$ cat src/rtl/i2c_match_trigger.sv
module i2c_match_trigger #(
  parameter int SYNC_STAGES = 2,
  parameter int ADDR_W      = 7,
  parameter int DATA_W      = 8
) (
  input  logic              clk,
  input  logic              rst_n,
  input  logic              scl_in,
  input  logic              sda_in,
  input  logic [ADDR_W-1:0] cfg_addr,
  input  logic [DATA_W-1:0] cfg_data,
  input  logic [1:0]        cfg_dir,
  output logic              trig,
  output logic [DATA_W-1:0] byte_out,
  output logic              byte_valid,
  output logic              first_byte,
  output logic              ack_out,
  output logic              start_det,
  output logic              stop_det
);
  localparam int CNT_W = $clog2(DATA_W + 1);
  localparam logic [CNT_W-1:0] ACK_POS = CNT_W'(DATA_W);

  typedef enum logic [1:0] {PH_ADDR, PH_DATA0, PH_REST} phase_t;

  logic [SYNC_STAGES:0] scl_p, sda_p;
  logic scl_s, scl_d, sda_s, sda_d;
  logic start_c, stop_c, scl_rise, dir_ok;
  logic active, addr_hit;
  logic [CNT_W-1:0] bit_cnt;
  logic [DATA_W-1:0] shreg;
  phase_t phase;

  always_ff @(posedge clk or negedge rst_n)
    if (!rst_n) begin
      scl_p <= '1;
      sda_p <= '1;
    end else begin
      scl_p <= {scl_p[SYNC_STAGES-1:0], scl_in};
      sda_p <= {sda_p[SYNC_STAGES-1:0], sda_in};
    end

  assign scl_s    = scl_p[SYNC_STAGES-1];
  assign scl_d    = scl_p[SYNC_STAGES];
  assign sda_s    = sda_p[SYNC_STAGES-1];
  assign sda_d    = sda_p[SYNC_STAGES];
  assign start_c  = scl_s & scl_d & sda_d & ~sda_s;
  assign stop_c   = scl_s & scl_d & ~sda_d & sda_s;
  assign scl_rise = scl_s & ~scl_d;

  always_comb
    case (cfg_dir)
      2'b01:   dir_ok = ~shreg[0];
      2'b10:   dir_ok = shreg[0];
      default: dir_ok = 1'b1;
    endcase

  always_ff @(posedge clk or negedge rst_n)
    if (!rst_n) begin
      active     <= 1'b0;
      addr_hit   <= 1'b0;
      bit_cnt    <= '0;
      shreg      <= '0;
      phase      <= PH_ADDR;
      trig       <= 1'b0;
      byte_out   <= '0;
      byte_valid <= 1'b0;
      first_byte <= 1'b0;
      ack_out    <= 1'b0;
      start_det  <= 1'b0;
      stop_det   <= 1'b0;
    end else begin
      trig       <= 1'b0;
      byte_valid <= 1'b0;
      start_det  <= start_c;
      stop_det   <= stop_c;
      if (start_c) begin
        active   <= 1'b1;
        bit_cnt  <= '0;
        phase    <= PH_ADDR;
        addr_hit <= 1'b0;
      end else if (stop_c) begin
        active <= 1'b0;
      end else if (active && scl_rise) begin
        if (bit_cnt != ACK_POS) begin
          shreg   <= {shreg[DATA_W-2:0], sda_s};
          bit_cnt <= bit_cnt + 1'b1;
        end else begin
          bit_cnt    <= '0;
          byte_valid <= 1'b1;
          byte_out   <= shreg;
          ack_out    <= sda_s;
          first_byte <= (phase == PH_ADDR);
          case (phase)
            PH_ADDR: begin
              addr_hit <= (shreg[DATA_W-1:1] == cfg_addr) && dir_ok && !sda_s;
              phase    <= PH_DATA0;
            end
            PH_DATA0: begin
              trig  <= addr_hit && (shreg == cfg_data);
              phase <= PH_REST;
            end
            default: ;
          endcase
        end
      end
    end
endmodule


$ cat config.mk
export PLATFORM = sky130hd
export DESIGN_NAME = i2c_match_trigger
export DESIGN_NICKNAME = d
export VERILOG_FILES = /design/src/rtl/i2c_match_trigger.sv
export SDC_FILE = /design/constraint.sdc
export NUM_CORES = 1
export LEC_CHECK = 0
export BUFFER_PORTS_ARGS = -buffer_cell sky130_fd_sc_hd__buf_2
export CAP_MARGIN = 40
export CORE_MARGIN = 3
export CORE_UTILIZATION = 53
export DETAILED_ROUTE_END_ITERATION = 8
export MAX_ROUTING_LAYER = met4
export PLACE_DENSITY = 0.78
export SETUP_SLACK_MARGIN = 0.02
export SYNTH_ARGS = -nofsm -noshare
export SYNTH_HDL_FRONTEND = slang
export SYNTH_SLANG_ARGS = --single-unit
$ cat constraint.sdc
create_clock -name clk -period 1.79 [get_ports clk]
set_clock_uncertainty 0.1 [all_clocks]
set_input_delay 0.2685 -clock clk [delete_from_list [all_inputs] [get_ports clk]]
set_output_delay 0.2685 -clock clk [all_outputs]
set_load 0.02 [all_outputs]
# ---- Yosys cells after proc, flatten, opt, wreduce, memory -nomap -nowiden
# Cells that the tools add are included.
# Widths: inputs -> output; s select.
dict set report totals {
  register_bits 36
  out_inout_bits 14
  latch_bits 0
  rom_bits 0
  ram_bits 0
  n_memories 0
  in_bits 21
}
dict set report classes {
  n_mux 26
  div_mod_pow 0
  n_addsub 1
  n_lt_le_gt_ge 0
  n_reduce_logical 15
  bitwise 13
  n_shift 0
  eq_ne 8
  mul 0
}
# operator n
set op_table {}
lappend op_table {{$mux 1} 16}
lappend op_table {{$mux 4} 4}
lappend op_table {{$reduce_and 4->1} 4}
lappend op_table {{$eq 8x8->1} 1}
lappend op_table {{$mux 2} 4}
lappend op_table {{$eq 7x7->1} 1}
lappend op_table {{$not 1->1} 7}
lappend op_table {{$and 1x1->1} 6}
lappend op_table {{$reduce_bool 2->1} 3}
lappend op_table {{$add 4x1->4 const B} 1}
lappend op_table {{$eq 2x1->1 const B} 2}
lappend op_table {{$logic_and 1x1->1} 4}
lappend op_table {{$ne 2x2->1 const B} 2}
lappend op_table {{$ne 4x4->1 const B} 1}
lappend op_table {{$pmux 2 s2} 1}
lappend op_table {{$reduce_bool 3->1} 1}
lappend op_table {{$eq 2x2->1 const B} 1}
lappend op_table {{$logic_not 2->1} 1}
lappend op_table {{$pmux 1 s2} 1}
lappend op_table {{$reduce_and 2->1} 1}
lappend op_table {{$logic_not 1->1} 1}

# ---- Logic depth before layout (Yosys ltp)
# Gate-level depths: netlist of the first run.
dict set report logic_depth {
  word_depth 9
  depth_mapped 8
  mapped_depth_nobuf 7
}

# ---- Worst setup path before layout of the first run
# No wires, ideal clock.
dict set report synth_timing {
  path_kind {register -> register}
  from {register bit_cnt[0]}
  to {register phase[0]}
  setup_slack_ns 0.152
  path_buffers 0
  t_arrival_ns 1.418
  path_stages_with_launch 8
  period_less_slack_ns 1.638
  cell_sequence {dfrtp_1 inv_1 ha_1 nand2_1 or3_4 clkinv_2 nand2b_1 a31o_1}
}
dict set report synth_via {
  elab_chain_cells 3
}
# item line
set synth_rtl {}
lappend synth_rtl {{start: declaration} 30} ;# logic [CNT_W-1:0] bit_cnt;
lappend synth_rtl {{start signal: assignment} 87} ;# bit_cnt <= bit_cnt + 1'b1;
lappend synth_rtl {{$ne 4x4->1} 85} ;# if (bit_cnt != ACK_POS) begin
lappend synth_rtl {{$ne 2x2->1 (no source line)} --}
lappend synth_rtl {{$reduce_and 4->1 (no source line)} --}
lappend synth_rtl {{end signal: assignment} 80} ;# phase <= PH_ADDR;
lappend synth_rtl {{end signal: assignment} 97} ;# phase <= PH_DATA0;
lappend synth_rtl {{end signal: assignment} 101} ;# phase <= PH_REST;
lappend synth_rtl {{end: declaration} 32} ;# phase_t phase;
# Every way passes these cells.
# A chain may end at the register's enable or synchronous reset.

# ---- Worst setup path in the final report of the first run
dict set report layout_timing {
  from {register bit_cnt[1]}
  to {register phase[0]}
}
# The elaborated chain is that of the path after synthesis.

==> results of run 1 <==
-- state kept, by name, indices dropped and copies added (netlist names) --
name        flops
byte_out        8
phase           2
byte_valid      1
first_byte      1
trig            1
bit_cnt         4
scl_p           3
addr_hit        1
stop_det        1
ack_out         1
shreg           8
sda_p           3
active          1
start_det       1
-- area by class of cell --
class	instances	share of cell area (%)
Timing Repair Buffer	45	14.0
Sequential cell	36	46.0
Inverter	7	1.46
Clock buffer	8	3.49
Tap cell	31	1.97
Multi-Input combinational cell	94	33.0
-- layer usage --
layer,vias up,routed length [um],global-route usage (%)
li1,560,-,-
met1,583,1370,23.1
met2,31,1640,32.5
met3,11,141,4.47
met4,0,82,9.60
met5,-,0,-
-- power by group through the flow --
stage | clock, uW | sequential [uW] | combinational, uW
after global routing | 531 | 1140 | 525
final | 490 | 1120 | 474
after global placement | 0 | 1120 | 398
after detailed placement | 0 | 1130 | 415
after floorplan | 0 | 1100 | 297
after CTS | 492 | 1120 | 425
-- metrics by stage --
| stage | instance area (sq um) | util (%) | TNS, ns | hold slack (ns) |
|---|---|---|---|---|
| 2_1_floorplan | 1600 | - | 0 | -0.127 |
| 3_3_place_gp | 1840 | 65.6 | 0 | 0.223 |
| 3_5_place_dp | 1840 | 65.6 | 0 | 0.227 |
| 4_1_cts | 1940 | 69.1 | 0 | 0.136 |
| 5_1_grt | 1970 | 70.3 | -0.000900 | 0.171 |
| 6_report | 1970 | 70.3 | 0 | 0.131 |
-- layout by cell type, fill, tap and decap left out, types with 2 or more instances in the layout --
master,Yosys,final
nand2_1,33,32
xor2_1,11,11
a21oi_1,3,3
buf_4,1,6
nor2_1,4,4
dlygate4sd3_1,0,3
clkbuf_4,0,5
o21ai_0,3,3
mux2_2,10,10
xnor2_1,4,4
ha_1,4,3
clkbuf_8,0,2
nor4_1,2,2
dfrtp_1,30,30
buf_2,1,34
dfstp_2,6,6
nand4b_1,2,2
nor3_1,3,3
inv_1,6,5
-- worst register-to-register path: stages (launching register included) --
cell      delay [ns]
dfrtp_1         0.40
inv_1           0.11
ha_4            0.15
nand2_2         0.07
or3_4           0.43
inv_4           0.08
nand2b_1        0.07
a31o_1          0.22
-- worst paths after layout --
path	to	slack (ns)	cells after the start
hold / removal	trig	0.13	4
hold reg to reg	scl_p[1]	0.26	0
setup reg to reg	phase[0]	0.05	7
max in group asynchronous	sda_p[2]	0.86	3
setup / recovery	phase[0]	0.05	7
min in group asynchronous	active	0.39	3
-- what timing repair did --
item / 4_1_cts / 5_1_grt
hold endpoints to repair: 32 / 0
pin swaps: 1 / 1
gates resized for setup: 0 / 6
setup buffers: 0 / 2
hold buffers: 3 / 0
endpoints found under the setup margin: 3 / 11
-- logic make-up after synthesis --
kind of cell | share of synthesized area (%)
AND/OR/NAND/NOR | 16.4
flip-flops | 56.9
XOR/XNOR | 8.23
AO/OA/AOI/OAI | 4.47
multiplexers | 7.68
buffers and inverters | 3.21
adder cells (fa/ha/maj) | 3.13
==> results.json, run 1 <==
{
  "total_leakage_power_uw": 0.00105,
  "synthesis.nets": 165,
  "drcViolationCount": 0,
  "path_buf_inv": 2,
  "path_max_fanout": 4,
  "diodes": 0,
  "row_count": 19,
  "grtUsageTotal_pct": 19.9,
  "slew_headroom_pct": 71.0,
  "nets": 214,
  "chipWidth_um": 60.9,
  "cts_tree": "done",
  "setup_viol": 0,
  "powerDensity_nw_per_um2": 1050,
  "crit_arrival_ns": 1.87,
  "endpoint_kind": "flop",
  "drtIter0Drc": 45,
  "ys.flop_type": "dfrtp_1",
  "slew_viol_final": 0,
  "finalHoldViolCount": 0,
  "grt_max_degree": 37,
  "io_buffers": 34,
  "internal_power_uw": 1440,
  "dp.cells": 208,
  "drv_cap": 0,
  "cts-buffers-inserted": 5,
  "syn-cell-area_sq_um": 1600,
  "stdcell_count": 221,
  "area.growth.synth_to_final_pct": 23.6,
  "place_worst_setup_slack_ns": 0.0499,
  "cts.clk_slew.worst_paths_ns": 0.11,
  "async_flop_share_pct": 100,
  "status": "finished clean",
  "num_vias": 1185,
  "initial_core_util_pct": 56.9,
  "drt_first_pass_iters": 4,
  "clock_latency_ns": 0.34,
  "synth_seq_cells": 36,
  "yosysUniqueCellTypes": 33,
  "power.total_uw": 2080,
  "slowest_stage": "or3_4",
  "io_pins": 35,
  "grt_pass1_vias": 1157,
  "routedWlPerCell_um": 14.6,
  "synth_most_common_cell": "nand2_1",
  "cts_sinks": 36,
  "ys_warn_count": 0,
  "globalRouteOverflowTotal": 0,
  "period_share_pct": 97.0,
  "cts_max_level": 2,
  "multi_input_area_sq_um": 652,
  "synth_edf_count": 0,
  "fill_cells": 221,
  "switching_share_pct": 30.6,
  "worst_setup_path_start_kind": "flop",
  "worstPathRequired_ns": 1.92,
  "crit_type": "flop to flop",
  "core_area_sq_um": 2810,
  "grt_pass1_wl_mm": 5.06,
  "register_area_sq_um": 908,
  "gp_congestion": 0.786,
  "path_cells": "inv_1 > ha_4 > nand2_2 > or3_4 > inv_4 > nand2b_1 > a31o_1",
  "drive_above_1_share_pct": 37.9,
  "switchingPower_uw": 636,
  "viasPerCell": 5.36,
  "totalWireLength_mm": 3.22,
  "reg2reg_from": "bit_cnt[1]",
  "antenna_found_initial": 0,
  "ant_nets": 0,
  "min_path_type": "input pin to flop",
  "worstSetupStartpoint": "bit_cnt[1]",
  "combPwrFrac_pct": 22.8,
  "yosys-top-cells-count": "33 x nand2_1, 30 x dfrtp_1, 11 x xor2_1",
  "dieHeight_um": 60.9,
  "ys_seq_area_share_pct": 56.9,
  "cts_buffer_depth": 2,
  "synth_area_leaders": "dfrtp_1 47%, dfstp_2 9.9%, nand2_1 7.8%",
  "cp_top_family": "simple AND/OR/NAND/NOR gates",
  "worst_slack_ns": 0.0543,
  "synth_top_area_share_pct": 47.0,
  "synth_cells": 140,
  "period_needed_ns": 1.74,
  "slowest_delay_ns": 0.43,
  "avgSynthCellArea_sq_um": 11.4,
  "dp_hpwl_mm": 2.32,
  "tightest_slew_ns": 0.435,
  "min_from": "cfg_data[5]",
  "pwr-share-clk_pct": 23.6,
  "root_buffer": "clkbuf_4",
  "ir_worst_vdd_v": 0.000654,
  "max_freq_ghz": 0.576,
  "die-area_sq_um": 3710,
  "synth_top_cell_by_area": "dfrtp_1",
  "seqPwrFrac_pct": 53.7
}
No activity file was read; power rests on OpenSTA's default activity.
==> run 2, diff against run 1 <==
--- a/config.mk
+++ b/config.mk
@@ -9,9 +9,11 @@
 export CAP_MARGIN = 40
 export CORE_MARGIN = 3
 export CORE_UTILIZATION = 53
+export CTS_CLUSTER_SIZE = 12
 export DETAILED_ROUTE_END_ITERATION = 8
 export MAX_ROUTING_LAYER = met4
 export PLACE_DENSITY = 0.78
+export RECOVER_POWER = 50
 export SETUP_SLACK_MARGIN = 0.02
 export SYNTH_ARGS = -nofsm -noshare
 export SYNTH_HDL_FRONTEND = slang
==> results.json, run 2 (synthesis gave the netlist of run 1 again) <==
{
  "slew_viol_final": 0,
  "tightest_slew_ns": 0.848,
  "slew_headroom_pct": 43.5,
  "antenna_found_initial": 0,
  "path_max_fanout": 4,
  "worstPathRequired_ns": 1.92,
  "grt_max_degree": 37,
  "min_path_type": "input pin to flop",
  "totalWireLength_mm": 3.22,
  "worst_setup_path_start_kind": "flop",
  "drive_above_1_share_pct": 37.4,
  "routedWlPerCell_um": 14.6,
  "seqPwrFrac_pct": 53.7,
  "dieHeight_um": 60.9,
  "viasPerCell": 5.36,
  "drcViolationCount": 0,
  "max_freq_ghz": 0.576,
  "endpoint_kind": "flop",
  "combPwrFrac_pct": 22.8,
  "grtUsageTotal_pct": 19.9,
  "ant_nets": 0,
  "clock_latency_ns": 0.34,
  "gp_congestion": 0.786,
  "finalHoldViolCount": 0,
  "grt_pass1_wl_mm": 5.06,
  "cts_buffer_depth": 2,
  "status": "finished clean",
  "crit_type": "flop to flop",
  "fin_setup_tns_ns": 0,
  "final_common_cell": "buf_2",
  "core_area_sq_um": 2810,
  "ir_worst_vdd_v": 0.000654,
  "num_vias": 1185,
  "row_count": 19,
  "setup_viol": 0,
  "place_worst_setup_slack_ns": 0.0499,
  "area.growth.synth_to_final_pct": 23.4,
  "pwr-share-clk_pct": 23.6,
  "period_share_pct": 97.0,
  "crit_arrival_ns": 1.87,
  "nets": 214,
  "drt_first_pass_iters": 4,
  "initial_core_util_pct": 56.9,
  "grt_pass1_vias": 1157,
  "cts_max_level": 2,
  "worst_slack_ns": 0.0543,
  "switchingPower_uw": 636,
  "final_area_sq_um": 1970,
  "io_pins": 35,
  "diodes": 0,
  "internal_power_uw": 1440,
  "cts.clk_slew.worst_paths_ns": 0.11,
  "dpl-instance-area_sq_um": 1840,
  "stdcell_count": 221,
  "period_needed_ns": 1.74,
  "dp_hpwl_mm": 2.32,
  "switching_share_pct": 30.6,
  "drv_cap": 0,
  "final_cell_mix": "34 x buf_2, 32 x nand2_1, 30 x dfrtp_1, 11 x xor2_1, 10 x mux2_2",
  "io_buffers": 34,
  "drtIter0Drc": 45,
  "globalRouteOverflowTotal": 0,
  "ff2ff_setup_slack_ns": 0.05,
  "cts_tree": "done",
  "powerDensity_nw_per_um2": 1060,
  "dp.cells": 208,
  "chipWidth_um": 60.9,
  "cts_sinks": 36,
  "total_leakage_power_uw": 0.00105,
  "root_buffer": "clkbuf_4",
  "top_regs": "byte_out (8), shreg (8), bit_cnt (4)",
  "cts-buffers-inserted": 5,
  "die-area_sq_um": 3710
}
-- run 2: changes by cell type in the layout (fill, tap and decap cells not counted) --
| cell | previous run | this run |
|---|---|---|
| buf_4 | 6 | 5 |
| clkbuf_2 | 0 | 1 |
| dfstp_1 | 0 | 1 |
| dfstp_2 | 6 | 5 |
-- run 2: area by class of cell --
cell class | count | area, sq um
fillers | 222 | 835
clock buffers | 8 | 68.8
flip-flops and latches | 36 | 908
well taps | 31 | 38.8
repair buffers | 45 | 274
inverters | 7 | 28.8
multi-input cells | 94 | 652
-- run 2: per-stage QoR --
step / power, uW / hold slack [ns] / util [%]
after floorplan: 1390 / -0.127 / -
after global placement: 1520 / 0.223 / 65.6
after detailed placement: 1550 / 0.227 / 65.6
after CTS: 2030 / 0.136 / 69.1
after global routing: 2190 / 0.171 / 70.2
final: 2080 / 0.131 / 70.2
-- run 2: final timing paths --
check,startpoint,end,depth (start not counted)
max,bit_cnt[1],phase[0],7
min,cfg_data[5],trig,4
max reg2reg,bit_cnt[1],phase[0],7
min reg2reg,scl_p[0],scl_p[1],0
max in group asynchronous,rst_n,byte_out[1],3
min in group asynchronous,rst_n,active,3
-- run 2: power groups by stage --
stage          combinational [uW]  clock (uW)  sequential (uW)
2_1_floorplan                 297           0             1100
3_3_place_gp                  398           0             1120
3_5_place_dp                  415           0             1130
4_1_cts                       425         492             1120
5_1_grt                       524         531             1140
6_report                      473         490             1120
-- run 2: worst max-delay path, stage by stage, from the launching register on --
cell	delay [ns]
dfrtp_1	0.40
inv_1	0.11
ha_4	0.15
nand2_2	0.07
or3_4	0.43
inv_4	0.08
nand2b_1	0.07
a31o_1	0.22
-- run 2: timing repair --
action	CTS	global route
endpoints found under the hold margin	32	0
buffers inserted	0	2
pin swaps	1	1
resized for setup	0	6
endpoints found under the setup margin	3	11
hold buffers	3	0
-- run 2: metal layers --
metal / part of all wire, % / vias up / track usage [%]
met3: 4.4 / 11 / 4.47
li1: - / 560 / -
met5: 0 / - / -
met4: 2.5 / 0 / 9.60
met2: 51 / 31 / 32.5
met1: 42 / 583 / 23.1
==> run 3, diff against run 2 <==
--- a/config.mk
+++ b/config.mk
@@ -5,14 +5,14 @@
 export SDC_FILE = /design/constraint.sdc
 export NUM_CORES = 1
 export LEC_CHECK = 0
-export BUFFER_PORTS_ARGS = -buffer_cell sky130_fd_sc_hd__buf_2
 export CAP_MARGIN = 40
 export CORE_MARGIN = 3
-export CORE_UTILIZATION = 53
+export CORE_UTILIZATION = 61
 export CTS_CLUSTER_SIZE = 12
 export DETAILED_ROUTE_END_ITERATION = 8
+export DONT_BUFFER_PORTS = 1
 export MAX_ROUTING_LAYER = met4
-export PLACE_DENSITY = 0.78
+export PLACE_DENSITY = 0.77
 export RECOVER_POWER = 50
 export SETUP_SLACK_MARGIN = 0.02
 export SYNTH_ARGS = -nofsm -noshare
==> results.json, run 3 (synthesis gave the netlist of run 1 again) <==
{
  "status": "finished clean",
  "top_usage_layer": "met2",
  "grt_max_degree": 37,
  "final_cell_mix": "32 x nand2_1, 30 x dfrtp_1, 13 x buf_4, 11 x xor2_1, 10 x mux2_2",
  "grtUsageTotal_pct": 22.0,
  "slew_viol_final": 0,
  "globalRouteOverflowTotal": 0,
  "viasPerCell": 5.80,
  "stdcell_count": 191,
  "slew_headroom_pct": 43.2,
  "gp_congestion": 0.790,
  "gr-usage-met2_pct": 34.4,
  "use_met3_pct": 7.92,
  "min_path_type": "input pin to flop",
  "crit_type": "flop to flop",
  "switchingPower_uw": 629,
  "num_vias": 1107,
  "row_count": 17,
  "fin_setup_tns_ns": 0,
  "dieHeight_um": 57.2,
  "grt_pass1_vias": 1158,
  "cp_top_family": "simple AND/OR/NAND/NOR gates",
  "cts_sinks": 36,
  "hold-worst-slack_ns": 0.0330,
  "endpoint_kind": "flop",
  "cts_tree": "done",
  "finalHoldViolCount": 0,
  "routedWlPerCell_um": 16.8,
  "diodes": 0,
  "die-area_sq_um": 3270,
  "powerDensity_nw_per_um2": 1090,
  "totalWireLength_mm": 3.21,
  "cts_max_level": 2,
  "place_worst_setup_slack_ns": 0.0193,
  "max_freq_ghz": 0.583,
  "ir_worst_vdd_v": 0.000831,
  "drcViolationCount": 0,
  "drive_above_1_share_pct": 27.6,
  "antenna_found_initial": 0,
  "drv_cap": 0,
  "slowest_delay_ns": 0.43,
  "fin_util_pct": 78.2,
  "dp.cells": 171,
  "path_cells": "inv_2 > ha_4 > nand2_4 > or3_4 > inv_4 > nand2b_4 > a31o_1",
  "cts-buffers-inserted": 5,
  "switching_share_pct": 31.6,
  "drt_first_pass_iters": 4,
  "worst_setup_path_start_kind": "flop",
  "root_buffer": "clkbuf_4",
  "io_pins": 35,
  "ant_nets": 0,
  "internal_power_uw": 1360,
  "period_needed_ns": 1.71,
  "grtUsageMet1_pct": 25.2,
  "ff2ff_setup_slack_ns": 0.08,
  "worst_slack_ns": 0.0751,
  "initial_core_util_pct": 68.2,
  "worstPathRequired_ns": 1.93,
  "path_max_fanout": 6,
  "final_common_cell": "nand2_1",
  "seqPwrFrac_pct": 57.0,
  "total_leakage_power_uw": 0.000915,
  "cts_buffer_depth": 2,
  "period_share_pct": 95.8,
  "drtIter0Drc": 15,
  "combPwrFrac_pct": 22.7,
  "slowest_stage": "or3_4",
  "core_area_sq_um": 2340,
  "dp_hpwl_mm": 2.18,
  "cts.clk_slew.worst_paths_ns": 0.10,
  "grt_pass1_wl_mm": 5.21,
  "tightest_slew_ns": 0.852,
  "area.growth.synth_to_final_pct": 14.7,
  "path_buf_inv": 2,
  "chipWidth_um": 57.2,
  "pwr-share-clk_pct": 20.3,
  "clock_latency_ns": 0.34,
  "crit_arrival_ns": 1.85,
  "nets": 187,
  "top_regs": "byte_out (8), shreg (8), bit_cnt (4)",
  "setup_viol": 0,
  "io_buffers": 0
}
==> run 3: cell count changes in the layout (fill, tap and decap cells not counted), sizes merged <==
cell	before	now
clkinv	0	1
clkbuf	9	8
buf	41	14
==> run 3: worst paths after layout <==
| path | cells after the start | startpoint | end |
|---|---|---|---|
| setup / recovery | 7 | bit_cnt[1] | phase[0] |
| hold / removal | 3 | cfg_data[5] | trig |
| setup reg to reg | 7 | bit_cnt[1] | phase[0] |
| hold reg to reg | 0 | scl_p[0] | scl_p[1] |
| max in group asynchronous | 2 | rst_n | byte_valid |
| min in group asynchronous | 2 | rst_n | addr_hit |
==> run 3: through the flow <==
step	power [uW]	cell area [sq um]
after floorplan	1390	1600
after global placement	1460	1650
after detailed placement	1500	1650
after CTS	1930	1750
after global routing	2120	1830
final	1990	1830
==> run 3: timing repair <==
action | 4_1_cts | 5_1_grt
setup buffers | 0 | 8
resized for setup | 0 | 9
hold endpoints to repair | 38 | 0
hold buffers | 4 | 0
pin swaps | 1 | 4
endpoints found under the setup margin | 1 | 10
==> run 3: power groups by stage <==
stage,clock network [uW],logic [uW],registers [uW]
finish,403,451,1130
detailed placement,0,355,1140
global placement,0,333,1130
CTS,419,387,1130
floorplan,0,297,1100
global route,462,495,1160
==> run 3: area by class of cell <==
class / instances / area [sq um]
Tap cell: 28 / 35.0
Multi-Input combinational cell: 94 / 664
Sequential cell: 36 / 908
Timing Repair Buffer: 18 / 144
Inverter: 7 / 28.8
Clock inverter: 1 / 5.00
Clock buffer: 7 / 45.0
Fill cell: 145 / 509
==> run 3: tightest hold or removal path: cells and delay by family <==
| kind | cells | cell delay, ns |
|---|---|---|
| AND/OR/NAND/NOR | 2 | 0.14 |
| XOR/XNOR | 1 | 0.04 |
==> run 3: layer usage <==
layer  wire, um  vias to the layer above
met5          0                        -
met4         87                        0
met3        187                        9
met1       1300                      547
met2       1630                       42
li1           -                      509
